**src/rtl/spi_cfg_pkg.sv**
```systemverilog
package spi_cfg_pkg;

  localparam int unsigned CFG_ADDR_W    = 6;
  localparam int unsigned CFG_DATA_W    = 8;
  localparam int unsigned MODE_REG_ADDR = 0;
  localparam int unsigned MODE_LSB_BIT  = 0;
  localparam int unsigned MODE_3W_BIT   = 1;

  typedef enum logic [2:0] {
    ST_IDLE,
    ST_HDR,
    ST_WDAT,
    ST_RDAT,
    ST_DONE
  } spi_state_e;

endpackage

```
**src/rtl/spi_cfg_rst_sync.sv**
```systemverilog
module spi_cfg_rst_sync #(
  parameter int unsigned STAGES = 2
) (
  input  logic clk,
  input  logic rst_n,
  output logic rst_n_sync
);

  logic [STAGES-1:0] chain_q;

  always_ff @(posedge clk or negedge rst_n) begin
    if (!rst_n) chain_q <= '0;
    else        chain_q <= {chain_q[STAGES-2:0], 1'b1};
  end

  assign rst_n_sync = chain_q[STAGES-1];

endmodule

```
**src/rtl/spi_cfg_sync.sv**
```systemverilog
module spi_cfg_sync #(
  parameter int unsigned   W       = 1,
  parameter int unsigned   STAGES  = 2,
  parameter logic [W-1:0]  RST_VAL = '0
) (
  input  logic         clk,
  input  logic         rst_n,
  input  logic [W-1:0] d,
  output logic [W-1:0] q
);

  logic [STAGES-1:0][W-1:0] pipe_q;

  always_ff @(posedge clk or negedge rst_n) begin
    if (!rst_n) begin
      pipe_q <= {STAGES{RST_VAL}};
    end else begin
      pipe_q[0] <= d;
      for (int s = 1; s < STAGES; s++) pipe_q[s] <= pipe_q[s-1];
    end
  end

  assign q = pipe_q[STAGES-1];

endmodule

```
**src/rtl/spi_cfg_regbank.sv**
```systemverilog
module spi_cfg_regbank
  import spi_cfg_pkg::*;
#(
  parameter int unsigned AW = CFG_ADDR_W,
  parameter int unsigned DW = CFG_DATA_W
) (
  input  logic          clk,
  input  logic          rst_n,
  input  logic          wr_en_i,
  input  logic [AW-1:0] wr_addr_i,
  input  logic [DW-1:0] wr_data_i,
  input  logic [AW-1:0] rd_addr_i,
  output logic [DW-1:0] rd_data_o,
  input  logic [AW-1:0] host_addr_i,
  output logic [DW-1:0] host_rdata_o,
  output logic          mode_lsb_o,
  output logic          mode_3w_o
);

  localparam int unsigned NREG = 1 << AW;

  logic [DW-1:0] regs [NREG];

  for (genvar g = 0; g < NREG; g++) begin : g_reg
    logic [DW-1:0] q;
    logic          hit;
    assign hit = wr_en_i && (wr_addr_i == AW'(g));
    always_ff @(posedge clk or negedge rst_n) begin
      if (!rst_n)   q <= '0;
      else if (hit) q <= wr_data_i;
    end
    assign regs[g] = q;
  end

  assign rd_data_o    = regs[rd_addr_i];
  assign host_rdata_o = regs[host_addr_i];
  assign mode_lsb_o   = regs[MODE_REG_ADDR][MODE_LSB_BIT];
  assign mode_3w_o    = regs[MODE_REG_ADDR][MODE_3W_BIT];

endmodule

```
**src/rtl/spi_cfg_engine.sv**
```systemverilog
module spi_cfg_engine
  import spi_cfg_pkg::*;
#(
  parameter int unsigned AW = CFG_ADDR_W,
  parameter int unsigned DW = CFG_DATA_W
) (
  input  logic          clk,
  input  logic          rst_n,
  input  logic          sen_s,
  input  logic          sclk_s,
  input  logic          din_s,
  input  logic          mode_lsb_i,
  input  logic          mode_3w_i,
  output logic          wr_en_o,
  output logic [AW-1:0] wr_addr_o,
  output logic [DW-1:0] wr_data_o,
  output logic [AW-1:0] rd_addr_o,
  input  logic [DW-1:0] rd_data_i,
  output logic          sdo_o,
  output logic          sdo_oe_o,
  output logic          sdio_o,
  output logic          sdio_oe_o,
  output logic          rise_o,
  output logic          fall_o,
  output logic          busy_o,
  output logic          cur_lsb_o,
  output logic          cur_3w_o
);

  localparam int unsigned HW    = AW + 2;
  localparam int unsigned MAXB  = (DW > HW) ? DW : HW;
  localparam int unsigned CW    = $clog2(MAXB + 1);
  localparam int unsigned IW    = $clog2(DW);
  localparam logic [CW-1:0] HDR_LAST = CW'(HW - 1);
  localparam logic [CW-1:0] DAT_LAST = CW'(DW - 1);
  localparam logic [CW-1:0] DAT_CNT  = CW'(DW);

  spi_state_e    state_q, state_n;
  logic          sclk_d_q;
  logic [CW-1:0] bcnt_q, bcnt_n;
  logic [HW-1:0] hsh_q, hsh_n, hsh_shift;
  logic [DW-1:0] dsh_q, dsh_n, dsh_shift;
  logic [AW-1:0] addr_q, addr_n;
  logic          two_q, two_n;
  logic          byte2_q, byte2_n;
  logic          lsb_q, lsb_n;
  logic          tw_q, tw_n;
  logic [DW-1:0] txd_q, txd_n;
  logic [CW-1:0] tidx_q, tidx_n;
  logic          dout_q, dout_n;
  logic          oe_q, oe_n;
  logic          rise, fall;

  assign rise = sclk_s & ~sclk_d_q;
  assign fall = ~sclk_s & sclk_d_q;

  assign hsh_shift = lsb_q ? {din_s, hsh_q[HW-1:1]} : {hsh_q[HW-2:0], din_s};
  assign dsh_shift = lsb_q ? {din_s, dsh_q[DW-1:1]} : {dsh_q[DW-2:0], din_s};

  always_comb begin
    state_n   = state_q;
    bcnt_n    = bcnt_q;
    hsh_n     = hsh_q;
    dsh_n     = dsh_q;
    addr_n    = addr_q;
    two_n     = two_q;
    byte2_n   = byte2_q;
    lsb_n     = lsb_q;
    tw_n      = tw_q;
    txd_n     = txd_q;
    tidx_n    = tidx_q;
    dout_n    = dout_q;
    oe_n      = oe_q;
    wr_en_o   = 1'b0;
    wr_addr_o = addr_q;
    wr_data_o = dsh_shift;
    if (sen_s) begin
      state_n = ST_IDLE;
      bcnt_n  = '0;
      byte2_n = 1'b0;
      tidx_n  = '0;
      oe_n    = 1'b0;
      lsb_n   = mode_lsb_i;
      tw_n    = mode_3w_i;
    end else begin
      unique case (state_q)
        ST_IDLE: begin
          state_n = ST_HDR;
          bcnt_n  = '0;
        end
        ST_HDR: if (rise) begin
          hsh_n = hsh_shift;
          if (bcnt_q == HDR_LAST) begin
            bcnt_n = '0;
            addr_n = hsh_shift[AW-1:0];
            two_n  = hsh_shift[AW];
            if (hsh_shift[AW+1]) begin
              state_n = ST_RDAT;
              txd_n   = rd_data_i;
              tidx_n  = '0;
            end else begin
              state_n = ST_WDAT;
            end
          end else begin
            bcnt_n = bcnt_q + 1'b1;
          end
        end
        ST_WDAT: if (rise) begin
          dsh_n = dsh_shift;
          if (bcnt_q == DAT_LAST) begin
            wr_en_o = 1'b1;
            addr_n  = addr_q + 1'b1;
            bcnt_n  = '0;
            if (two_q && !byte2_q) byte2_n = 1'b1;
            else                   state_n = ST_DONE;
          end else begin
            bcnt_n = bcnt_q + 1'b1;
          end
        end
        ST_RDAT: if (fall) begin
          if (tidx_q < DAT_CNT) begin
            dout_n = lsb_q ? txd_q[tidx_q[IW-1:0]]
                           : txd_q[IW'(DW - 1) - tidx_q[IW-1:0]];
            oe_n   = 1'b1;
            tidx_n = tidx_q + 1'b1;
          end else begin
            oe_n    = 1'b0;
            state_n = ST_DONE;
          end
        end
        ST_DONE: oe_n = 1'b0;
        default: state_n = ST_IDLE;
      endcase
    end
  end

  always_ff @(posedge clk or negedge rst_n) begin
    if (!rst_n) begin
      state_q  <= ST_IDLE;
      sclk_d_q <= 1'b0;
      bcnt_q   <= '0;
      hsh_q    <= '0;
      dsh_q    <= '0;
      addr_q   <= '0;
      two_q    <= 1'b0;
      byte2_q  <= 1'b0;
      lsb_q    <= 1'b0;
      tw_q     <= 1'b0;
      txd_q    <= '0;
      tidx_q   <= '0;
      dout_q   <= 1'b0;
      oe_q     <= 1'b0;
    end else begin
      state_q  <= state_n;
      sclk_d_q <= sclk_s;
      bcnt_q   <= bcnt_n;
      hsh_q    <= hsh_n;
      dsh_q    <= dsh_n;
      addr_q   <= addr_n;
      two_q    <= two_n;
      byte2_q  <= byte2_n;
      lsb_q    <= lsb_n;
      tw_q     <= tw_n;
      txd_q    <= txd_n;
      tidx_q   <= tidx_n;
      dout_q   <= dout_n;
      oe_q     <= oe_n;
    end
  end

  assign rd_addr_o = hsh_shift[AW-1:0];
  assign sdo_o     = dout_q;
  assign sdio_o    = dout_q;
  assign sdo_oe_o  = oe_q & ~tw_q;
  assign sdio_oe_o = oe_q & tw_q;
  assign rise_o    = rise;
  assign fall_o    = fall;
  assign busy_o    = (state_q != ST_IDLE);
  assign cur_lsb_o = lsb_q;
  assign cur_3w_o  = tw_q;

endmodule

```
**src/rtl/spi_cfg_slave.sv**
```systemverilog
module spi_cfg_slave
  import spi_cfg_pkg::*;
#(
  parameter int unsigned ADDR_W      = CFG_ADDR_W,
  parameter int unsigned DATA_W      = CFG_DATA_W,
  parameter int unsigned SYNC_STAGES = 2
) (
  input  logic              clk,
  input  logic              rst_n,
  input  logic              spi_sen_n,
  input  logic              spi_sclk,
  input  logic              spi_sdio_i,
  output logic              spi_sdio_o,
  output logic              spi_sdio_oe,
  output logic              spi_sdo,
  output logic              spi_sdo_oe,
  input  logic [ADDR_W-1:0] host_addr,
  output logic [DATA_W-1:0] host_rdata
);

  logic              rst_n_sync;
  logic              sen_s, sclk_s, din_s;
  logic              wr_en;
  logic [ADDR_W-1:0] wr_addr, rd_addr;
  logic [DATA_W-1:0] wr_data, rd_data;
  logic              mode_lsb, mode_3w;
  logic              sclk_rise, sclk_fall, eng_busy, cur_lsb, cur_3w;

  spi_cfg_rst_sync #(.STAGES(SYNC_STAGES)) u_rst (
    .clk(clk), .rst_n(rst_n), .rst_n_sync(rst_n_sync)
  );

  spi_cfg_sync #(.W(1), .STAGES(SYNC_STAGES), .RST_VAL(1'b1)) u_sync_sen (
    .clk(clk), .rst_n(rst_n_sync), .d(spi_sen_n), .q(sen_s)
  );

  spi_cfg_sync #(.W(2), .STAGES(SYNC_STAGES), .RST_VAL(2'b00)) u_sync_dat (
    .clk(clk), .rst_n(rst_n_sync), .d({spi_sclk, spi_sdio_i}), .q({sclk_s, din_s})
  );

  spi_cfg_engine #(.AW(ADDR_W), .DW(DATA_W)) u_eng (
    .clk(clk), .rst_n(rst_n_sync),
    .sen_s(sen_s), .sclk_s(sclk_s), .din_s(din_s),
    .mode_lsb_i(mode_lsb), .mode_3w_i(mode_3w),
    .wr_en_o(wr_en), .wr_addr_o(wr_addr), .wr_data_o(wr_data),
    .rd_addr_o(rd_addr), .rd_data_i(rd_data),
    .sdo_o(spi_sdo), .sdo_oe_o(spi_sdo_oe),
    .sdio_o(spi_sdio_o), .sdio_oe_o(spi_sdio_oe),
    .rise_o(sclk_rise), .fall_o(sclk_fall), .busy_o(eng_busy),
    .cur_lsb_o(cur_lsb), .cur_3w_o(cur_3w)
  );

  spi_cfg_regbank #(.AW(ADDR_W), .DW(DATA_W)) u_bank (
    .clk(clk), .rst_n(rst_n_sync),
    .wr_en_i(wr_en), .wr_addr_i(wr_addr), .wr_data_i(wr_data),
    .rd_addr_i(rd_addr), .rd_data_o(rd_data),
    .host_addr_i(host_addr), .host_rdata_o(host_rdata),
    .mode_lsb_o(mode_lsb), .mode_3w_o(mode_3w)
  );

endmodule

```
**config.mk**
```make
export PLATFORM = sky130hd
export DESIGN_NAME = spi_cfg_slave
export DESIGN_NICKNAME = d
export VERILOG_FILES = /design/src/rtl/spi_cfg_pkg.sv /design/src/rtl/spi_cfg_rst_sync.sv /design/src/rtl/spi_cfg_sync.sv /design/src/rtl/spi_cfg_regbank.sv /design/src/rtl/spi_cfg_engine.sv /design/src/rtl/spi_cfg_slave.sv
export SDC_FILE = /design/constraint.sdc
export NUM_CORES = 1
export LEC_CHECK = 0
export BUFFER_PORTS_ARGS = -buffer_cell sky130_fd_sc_hd__buf_2
export CAP_MARGIN = 40
export CORE_ASPECT_RATIO = 2
export CORE_MARGIN = 3
export CORE_UTILIZATION = 55
export DETAILED_ROUTE_END_ITERATION = 8
export HOLD_SLACK_MARGIN = 0.03
export PLACE_DENSITY = 0.78
export SYNTH_ARGS = -nofsm -noshare
export SYNTH_HDL_FRONTEND = slang
export SYNTH_SLANG_ARGS = --single-unit
```
**constraint.sdc**
```tcl
create_clock -name clk -period 20.6 [get_ports clk]
set_input_delay 2.06 -clock clk [delete_from_list [all_inputs] [get_ports clk]]
set_output_delay 2.06 -clock clk [all_outputs]
set_load 0.05 [all_outputs]
```
==> metrics.txt, run 1 <==
fin crit period approximately 7.4 ns; Worst Tran Pin Value 1.063 ns; TNS Setup 0 ns; Psw ~870 uW; GR Util All Layers around 39%; Synth Warn # 0; remaining antenna violation count 0; Max Slew Vio Count 0; DRT Pass-1 Iters 8; post-CTS resize count 0; synth cell count leaders nand2_1 (711), o21ai_0 (662), dfrtp_1 (566), nor2_1 (338), clkbuf_1 (177); kind of critical path input port to output port; largest net degree at the start of global routing about 170; switch share between 30% and 40%; postcts setup bufs 0; Worst-path clk slew approximately 0.06 ns; Layout Nets 3100; IO Port Bufs 22; post-synth top area share a little under half; CTS tree done; clock share of power about 37%; Int Power 1827 uW; Sink Count about 570; Post-synth ARST share 100.0%; first-pass GRT wire length 165400 um; Seq/Total Area, Yosys between 40% and 50%; # IOs 23; initial antenna violation count 2; DRT iter0 DRCs slightly below 4000; via count ~27000; Post-Route WL 111400 um; Syn Area/Cell 9.330 um^2; Peak VDD IR about 0.000060 V; DR vias/cell ~7.1; largest stage delay on the critical path 0.73 ns; Inserted Clock Buffers 51; Worst slew margin slightly below 30%; #FFs+latches synth between 500 and 600; die area just under 60000 um^2; Unique masters post-synth between 60 and 70; Die H 336.6 um; Hold Buf Count CTS 0; clock skew 0.01399 ns; Core Area approximately 54000 um^2; leading area contributor after synthesis dfrtp_1; worst-path fanout max between 50 and 60; layout cells sized above 1 between 10 and 15%; worst path required time ~19 ns; filler instances 4493; final core occ approximately 60%; # rows 120; CP Buf/Inv Count 3; CP arrival approximately 5.4 ns; worst-case clock buffer depth 3; final hold violation count 0; die width around 170 um; Tcrit/Tclk final a little over a third; worst hold slack 0.3009 ns; pwr/cell area roughly 83 nW/um^2; Synth-to-Final Area Change 7.548%; CTS root buffer clkbuf_16; FMAX about 0.13 GHz; Top FF cell, synth dfrtp_1; drt drc 0; CP dominant cell by count mux4_2; Final GP Congestion 1.023; synthesized cell area 30050 um^2; vias in the first global route between 20000 and 30000; syn nets between 3000 and 4000; RSZ-0062 raised after global routing no; Area contributors post-synth dfrtp_1 (47%), mux4_2 (13%), o21ai_0 (11%); Worst setup SP type input port; hold crit path type register to asynchronous set/reset pin; critical-path cell list clkbuf_8 -> buf_4 -> mux4_2 -> mux4_2 -> mux4_2 -> buf_2; Max Cap Viol 0; post-DP HPWL just over 70000 um; endpoints failing setup 0; Synth Instances between 3000 and 4000; Post-synth EDFFs 0; Worst-Skew Late Latency ~0.61 ns; CP endpoint kind output port; most frequent cell after synthesis nand2_1; CP max stage cell buf_4; final global-route overflow total 0; wire length per cell a little under 30 um; Starting Density ~56%; Top delay family on crit path multiplexers; status completed; H-tree levels 2; Lkg Pwr around 0.013 uW; sequential share of power between 40% and 50%; combinational cell fraction of total power a little over a fifth
kinds of logic after synthesis:
logic type / after synthesis / synth area share (%)
buffers and inverters: 282 / 4.030
and+or+nand+nor: 1217 / 16.62
DFF: 568 / 47.30
muxes: 204 / 14.12
xor gates and xnor gates: 1 / 0.02915
adders and majority gates: 6 / 0.2498
other: 1 / 0.01248
AOI/OAI and AO/OA: 942 / 17.63
final timing paths:
check | from | to | slack (ns) | cells after the start
worst min-delay path | u_rst.chain_q[1] | u_bank.g_reg[55].q[2] | 0.30 | 0
worst max register to register | u_eng.cur_lsb_o | u_eng.txd_q[3] | 15.85 | 8
worst min register to register | u_rst.chain_q[1] | u_bank.g_reg[55].q[2] | 0.30 | 0
min in group clk | u_sync_dat.pipe_q[0] | u_sync_dat.q[0] | 0.35 | 0
worst max-delay path | host_addr[0] | host_rdata[1] | 13.16 | 6
max in group asynchronous | u_rst.chain_q[1] | u_sync_sen.q | 17.74 | 4
stage by stage:
stage	total power, uW	instance area, um^2	setup slack (ns)	instances
3_3_place_gp	1671	30250	13.20	3674
4_1_cts	2666	32260	13.14	3783
6_report	2695	32320	13.16	3795
2_1_floorplan	1527	30050	3.600	3221
5_1_grt	2775	32310	12.99	3791
3_5_place_dp	1696	30580	13.14	3693
flip-flops by register name, summed over array words and instances (netlist names), 3 cells and up:
register	flops
u_bank.g.q	512
u_eng.dsh_q	8
u_eng.hsh_q	8
u_eng.txd_q	8
u_eng.wr_addr_o	6
u_eng.bcnt_q	4
u_eng.tidx_q	4
u_eng.state_q	3
area by class of cell:
| class | instances | area [um^2] | area share (%) |
|---|---|---|---|
| clock buffer | 70 | 1470 | 4.549 |
| clock inverter | 20 | 212.7 | 0.6581 |
| tap | 671 | 839.6 | 2.598 |
| inverter | 8 | 30.03 | 0.09291 |
| timing repair buffer | 83 | 764.5 | 2.365 |
| antenna | 4 | 10.01 | 0.03097 |
| sequential | 568 | 14220 | 44.00 |
| multi-input combinational | 2371 | 14770 | 45.71 |
placed cells by master (no fill, tap or decap), types with 11 or more instances in the layout:
master | synthesis | layout
a211oi_1 | 14 | 14
a21oi_1 | 71 | 70
a221oi_1 | 13 | 13
a31oi_1 | 13 | 13
and2_1 | 15 | 15
buf_2 | 59 | 26
buf_4 | 15 | 42
clkbuf_16 | 0 | 53
clkinv_2 | 0 | 12
dfrtp_1 | 566 | 564
mux4_2 | 174 | 174
nand2_1 | 711 | 708
nand2b_1 | 22 | 22
nand3_1 | 28 | 28
nand3b_1 | 12 | 12
nor2_1 | 338 | 338
nor2b_1 | 11 | 11
nor3_1 | 24 | 24
nor4_1 | 15 | 15
o21ai_0 | 662 | 662
o21bai_1 | 25 | 25
o221ai_1 | 25 | 25
o22ai_1 | 34 | 34
o41ai_1 | 18 | 18
or4_1 | 14 | 14
layer usage:
metal / vias to the layer above / share of wire, % / wire length (um) / global-route usage, %
li1: 11170 / - / - / -
met1: 13040 / 31 / 34390 / 43.92
met2: 2104 / 47 / 52600 / 62.22
met3: 697 / 10 / 11450 / 9.256
met4: 2 / 12 / 12960 / 33.30
met5: - / 0.012 / 13 / 0
power groups by stage:
stage	clock network [uW]	logic (uW)	registers, uW
2_1_floorplan	0	367	1160
3_3_place_gp	0	519	1150
3_5_place_dp	0	544	1150
4_1_cts	988	546	1130
5_1_grt	1030	613	1130
6_report	984	579	1130
(Power assumes the default switching activity.)
==> inputs of run 2 (changes only) <==
- clock period: 20.6 -> 7 ns (I/O delays scaled with it)
==> run 2 against run 1 <==
Against the previous run:
- clock skew is 0.0082 ns higher
- non-clock buffer count down 11
- clock power grew to 3.1 times the previous value
- total power rose to 3.0 times the previous value
- via count shrank 2.0%
- critical path depth stayed put
- die area did not move
- first-iteration DRC count shrank 8.8%
- sequential share of layout area about the same
- sequential power grew to 2.9 times the previous value
- worst hold slack worse by 0.11 ns
==> metrics.txt, run 2 (same netlist as run 1, synthesis figures left out) <==
H-tree levels 2 (unchanged); post-CTS resize count 0 (unchanged); combinational cell fraction of total power 21.1% (-0.4 points); Lkg Pwr 0.01326 uW (-0.34%); most frequent cells in the layout nand2_1 (708), o21ai_0 (662), dfrtp_1 (564); Biggest register u_bank.g.q; sequential share of power 41.4% (-0.6 points); fin cells 3783 (-0.32%); kind of critical path input port to output port; initial antenna violation count 4 (+2); CP endpoint kind output port; CP dominant cell by count mux4_2; clock share of power 37.5% (+1.0 points); CTS tree done; Max Cap Viol 0 (unchanged); DR vias/cell 6.996 (-1.7%); commonest non-fill, non-tap cell in the layout nand2_1; die area 57650 um^2 (unchanged); worst path required time 6.30 ns (-12.24 ns); layout cells sized above 1 11.86% (-0.22 points); Tcrit/Tclk final between 60% and 70%; placed cell count 3688 (-0.14%); pwr/cell area 249.5 nW/um^2 (+200%); CP Buf/Inv Count 3 (unchanged); final global-route overflow total 0 (unchanged); Worst Tran Pin Value 0.9985 ns (-0.06488 ns); Starting Density 55.91% (unchanged); Worst-Skew Late Latency 0.62 ns (about the same); Synth-to-Final Area Change 7.473% (about the same); Inserted Clock Buffers 50 (-2.0%); Top delay family on crit path multiplexers; switch share 31.81% (-0.39 points); Post-Route WL 105500 um (-5.3%); # rows 120 (unchanged); Die H 336.6 um (unchanged); postcts setup bufs 0 (unchanged); Psw 2563 uW (+200%); Final GP Congestion 0.9829 (-3.9%); hold crit path type input port to register; FMAX ~0.22 GHz; Peak VDD IR 0.0001782 V (+200%); vias in the first global route 26240 (+0.16%); DRT Pass-1 Iters 8 (unchanged); Sink Count 568 (unchanged); GR Util All Layers 36.92% (-2.2 points); largest net degree at the start of global routing 173 (+3.6%); Hold Buf Count CTS 1 (+1); remaining antenna violation count 0 (unchanged); IO Port Bufs 22 (unchanged); filler instances 4406 (-1.9%); first-pass GRT wire length 159200 um (-3.7%); CP max stage cell buf_4; max reg flops 512 (unchanged); fin crit period between 4 and 5 ns; CP arrival 3.81 ns (-1.57 ns); Worst-path clk slew 0.07 ns (about the same); CTS root buffer clkbuf_16; critical-path cell list clkbuf_8 -> buf_4 -> mux4_2 -> mux4_2 -> mux4_2 -> buf_2; post-DP HPWL 70110 um (-2.8%); TNS Setup 0 ns (unchanged); RSZ-0062 raised after global routing no; Worst setup SP type input port; clock skew 0.02215 ns (+0.008161 ns); die width 171.3 um (unchanged); drt drc 0 (unchanged); via count 26470 (-2.0%); status completed; worst-case clock buffer depth 3 (unchanged); final hold violation count 0 (unchanged); endpoints failing setup 0 (unchanged); Int Power 5494 uW (+200%); Worst slew margin 33.43% (+4.3 points); DRT iter0 DRCs 3533 (-8.8%); # IOs 23 (unchanged); wire length per cell 27.90 um (-5.0%); Layout Nets 3088 (-0.39%); worst-path fanout max 58 (+9.4%); largest stage delay on the critical path 0.57 ns (-0.16 ns); Max Slew Vio Count 0 (unchanged); final core occ 60.09% (about the same); Core Area 53750 um^2 (unchanged)
run 2: power groups by stage:
stage,clock (uW),combinational (uW),sequential (uW)
final,3020,1700,3330
after global routing,3160,1810,3330
after CTS,3030,1620,3330
after detailed placement,0,1610,3390
after global placement,0,1540,3390
after floorplan,0,1080,3410
run 2: final timing paths:
check                                startpoint                     to  slack [ns]  cells after the start
max reg2reg                     u_eng.cur_lsb_o         u_eng.txd_q[3]        3.00                      7
min reg2reg                u_sync_dat.pipe_q[1]        u_sync_dat.q[1]        0.35                      0
min in group asynchronous      u_rst.chain_q[1]  u_bank.g_reg[60].q[4]        0.40                      0
max in group asynchronous      u_rst.chain_q[1]        u_eng.cur_lsb_o        5.04                      1
min                                   spi_sen_n   u_sync_sen.pipe_q[0]        0.19                      1
max                                host_addr[0]          host_rdata[2]        2.49                      6
run 2: per-layer routing:
layer | part of all wire [%] | vias to the layer above | global-route usage [%]
li1 | - | 11120 | -
met1 | 32 | 12820 | 41.66
met2 | 47 | 1835 | 58.45
met3 | 9.3 | 683 | 7.297
met4 | 12 | 4 | 33.75
met5 | 0.023 | - | 0
run 2: through the flow:
step                      setup WS [ns]  cell area (um^2)  total power [uW]  hold slack, ns
after floorplan                   1.484             30060              4491          0.3312
after global placement            2.454             30350              4933          0.3355
after detailed placement          2.425             30500              5009          0.3355
after CTS                         2.432             32290              7989          0.1807
after global routing              2.313             32290              8313          0.1909
final                             2.493             32300              8057          0.1926
run 2: area by class of cell:
| cell class | instances | area, um^2 | area share, % |
|---|---|---|---|
| Multi-Input combinational cell | 2371 | 14760 | 45.70 |
| Timing Repair Buffer | 72 | 665.6 | 2.061 |
| Sequential cell | 568 | 14220 | 44.03 |
| Tap cell | 671 | 839.6 | 2.599 |
| Clock buffer | 67 | 1459 | 4.517 |
| Clock inverter | 24 | 316.6 | 0.9801 |
| Antenna cell | 2 | 5.005 | 0.01550 |
| Inverter | 8 | 30.03 | 0.09297 |
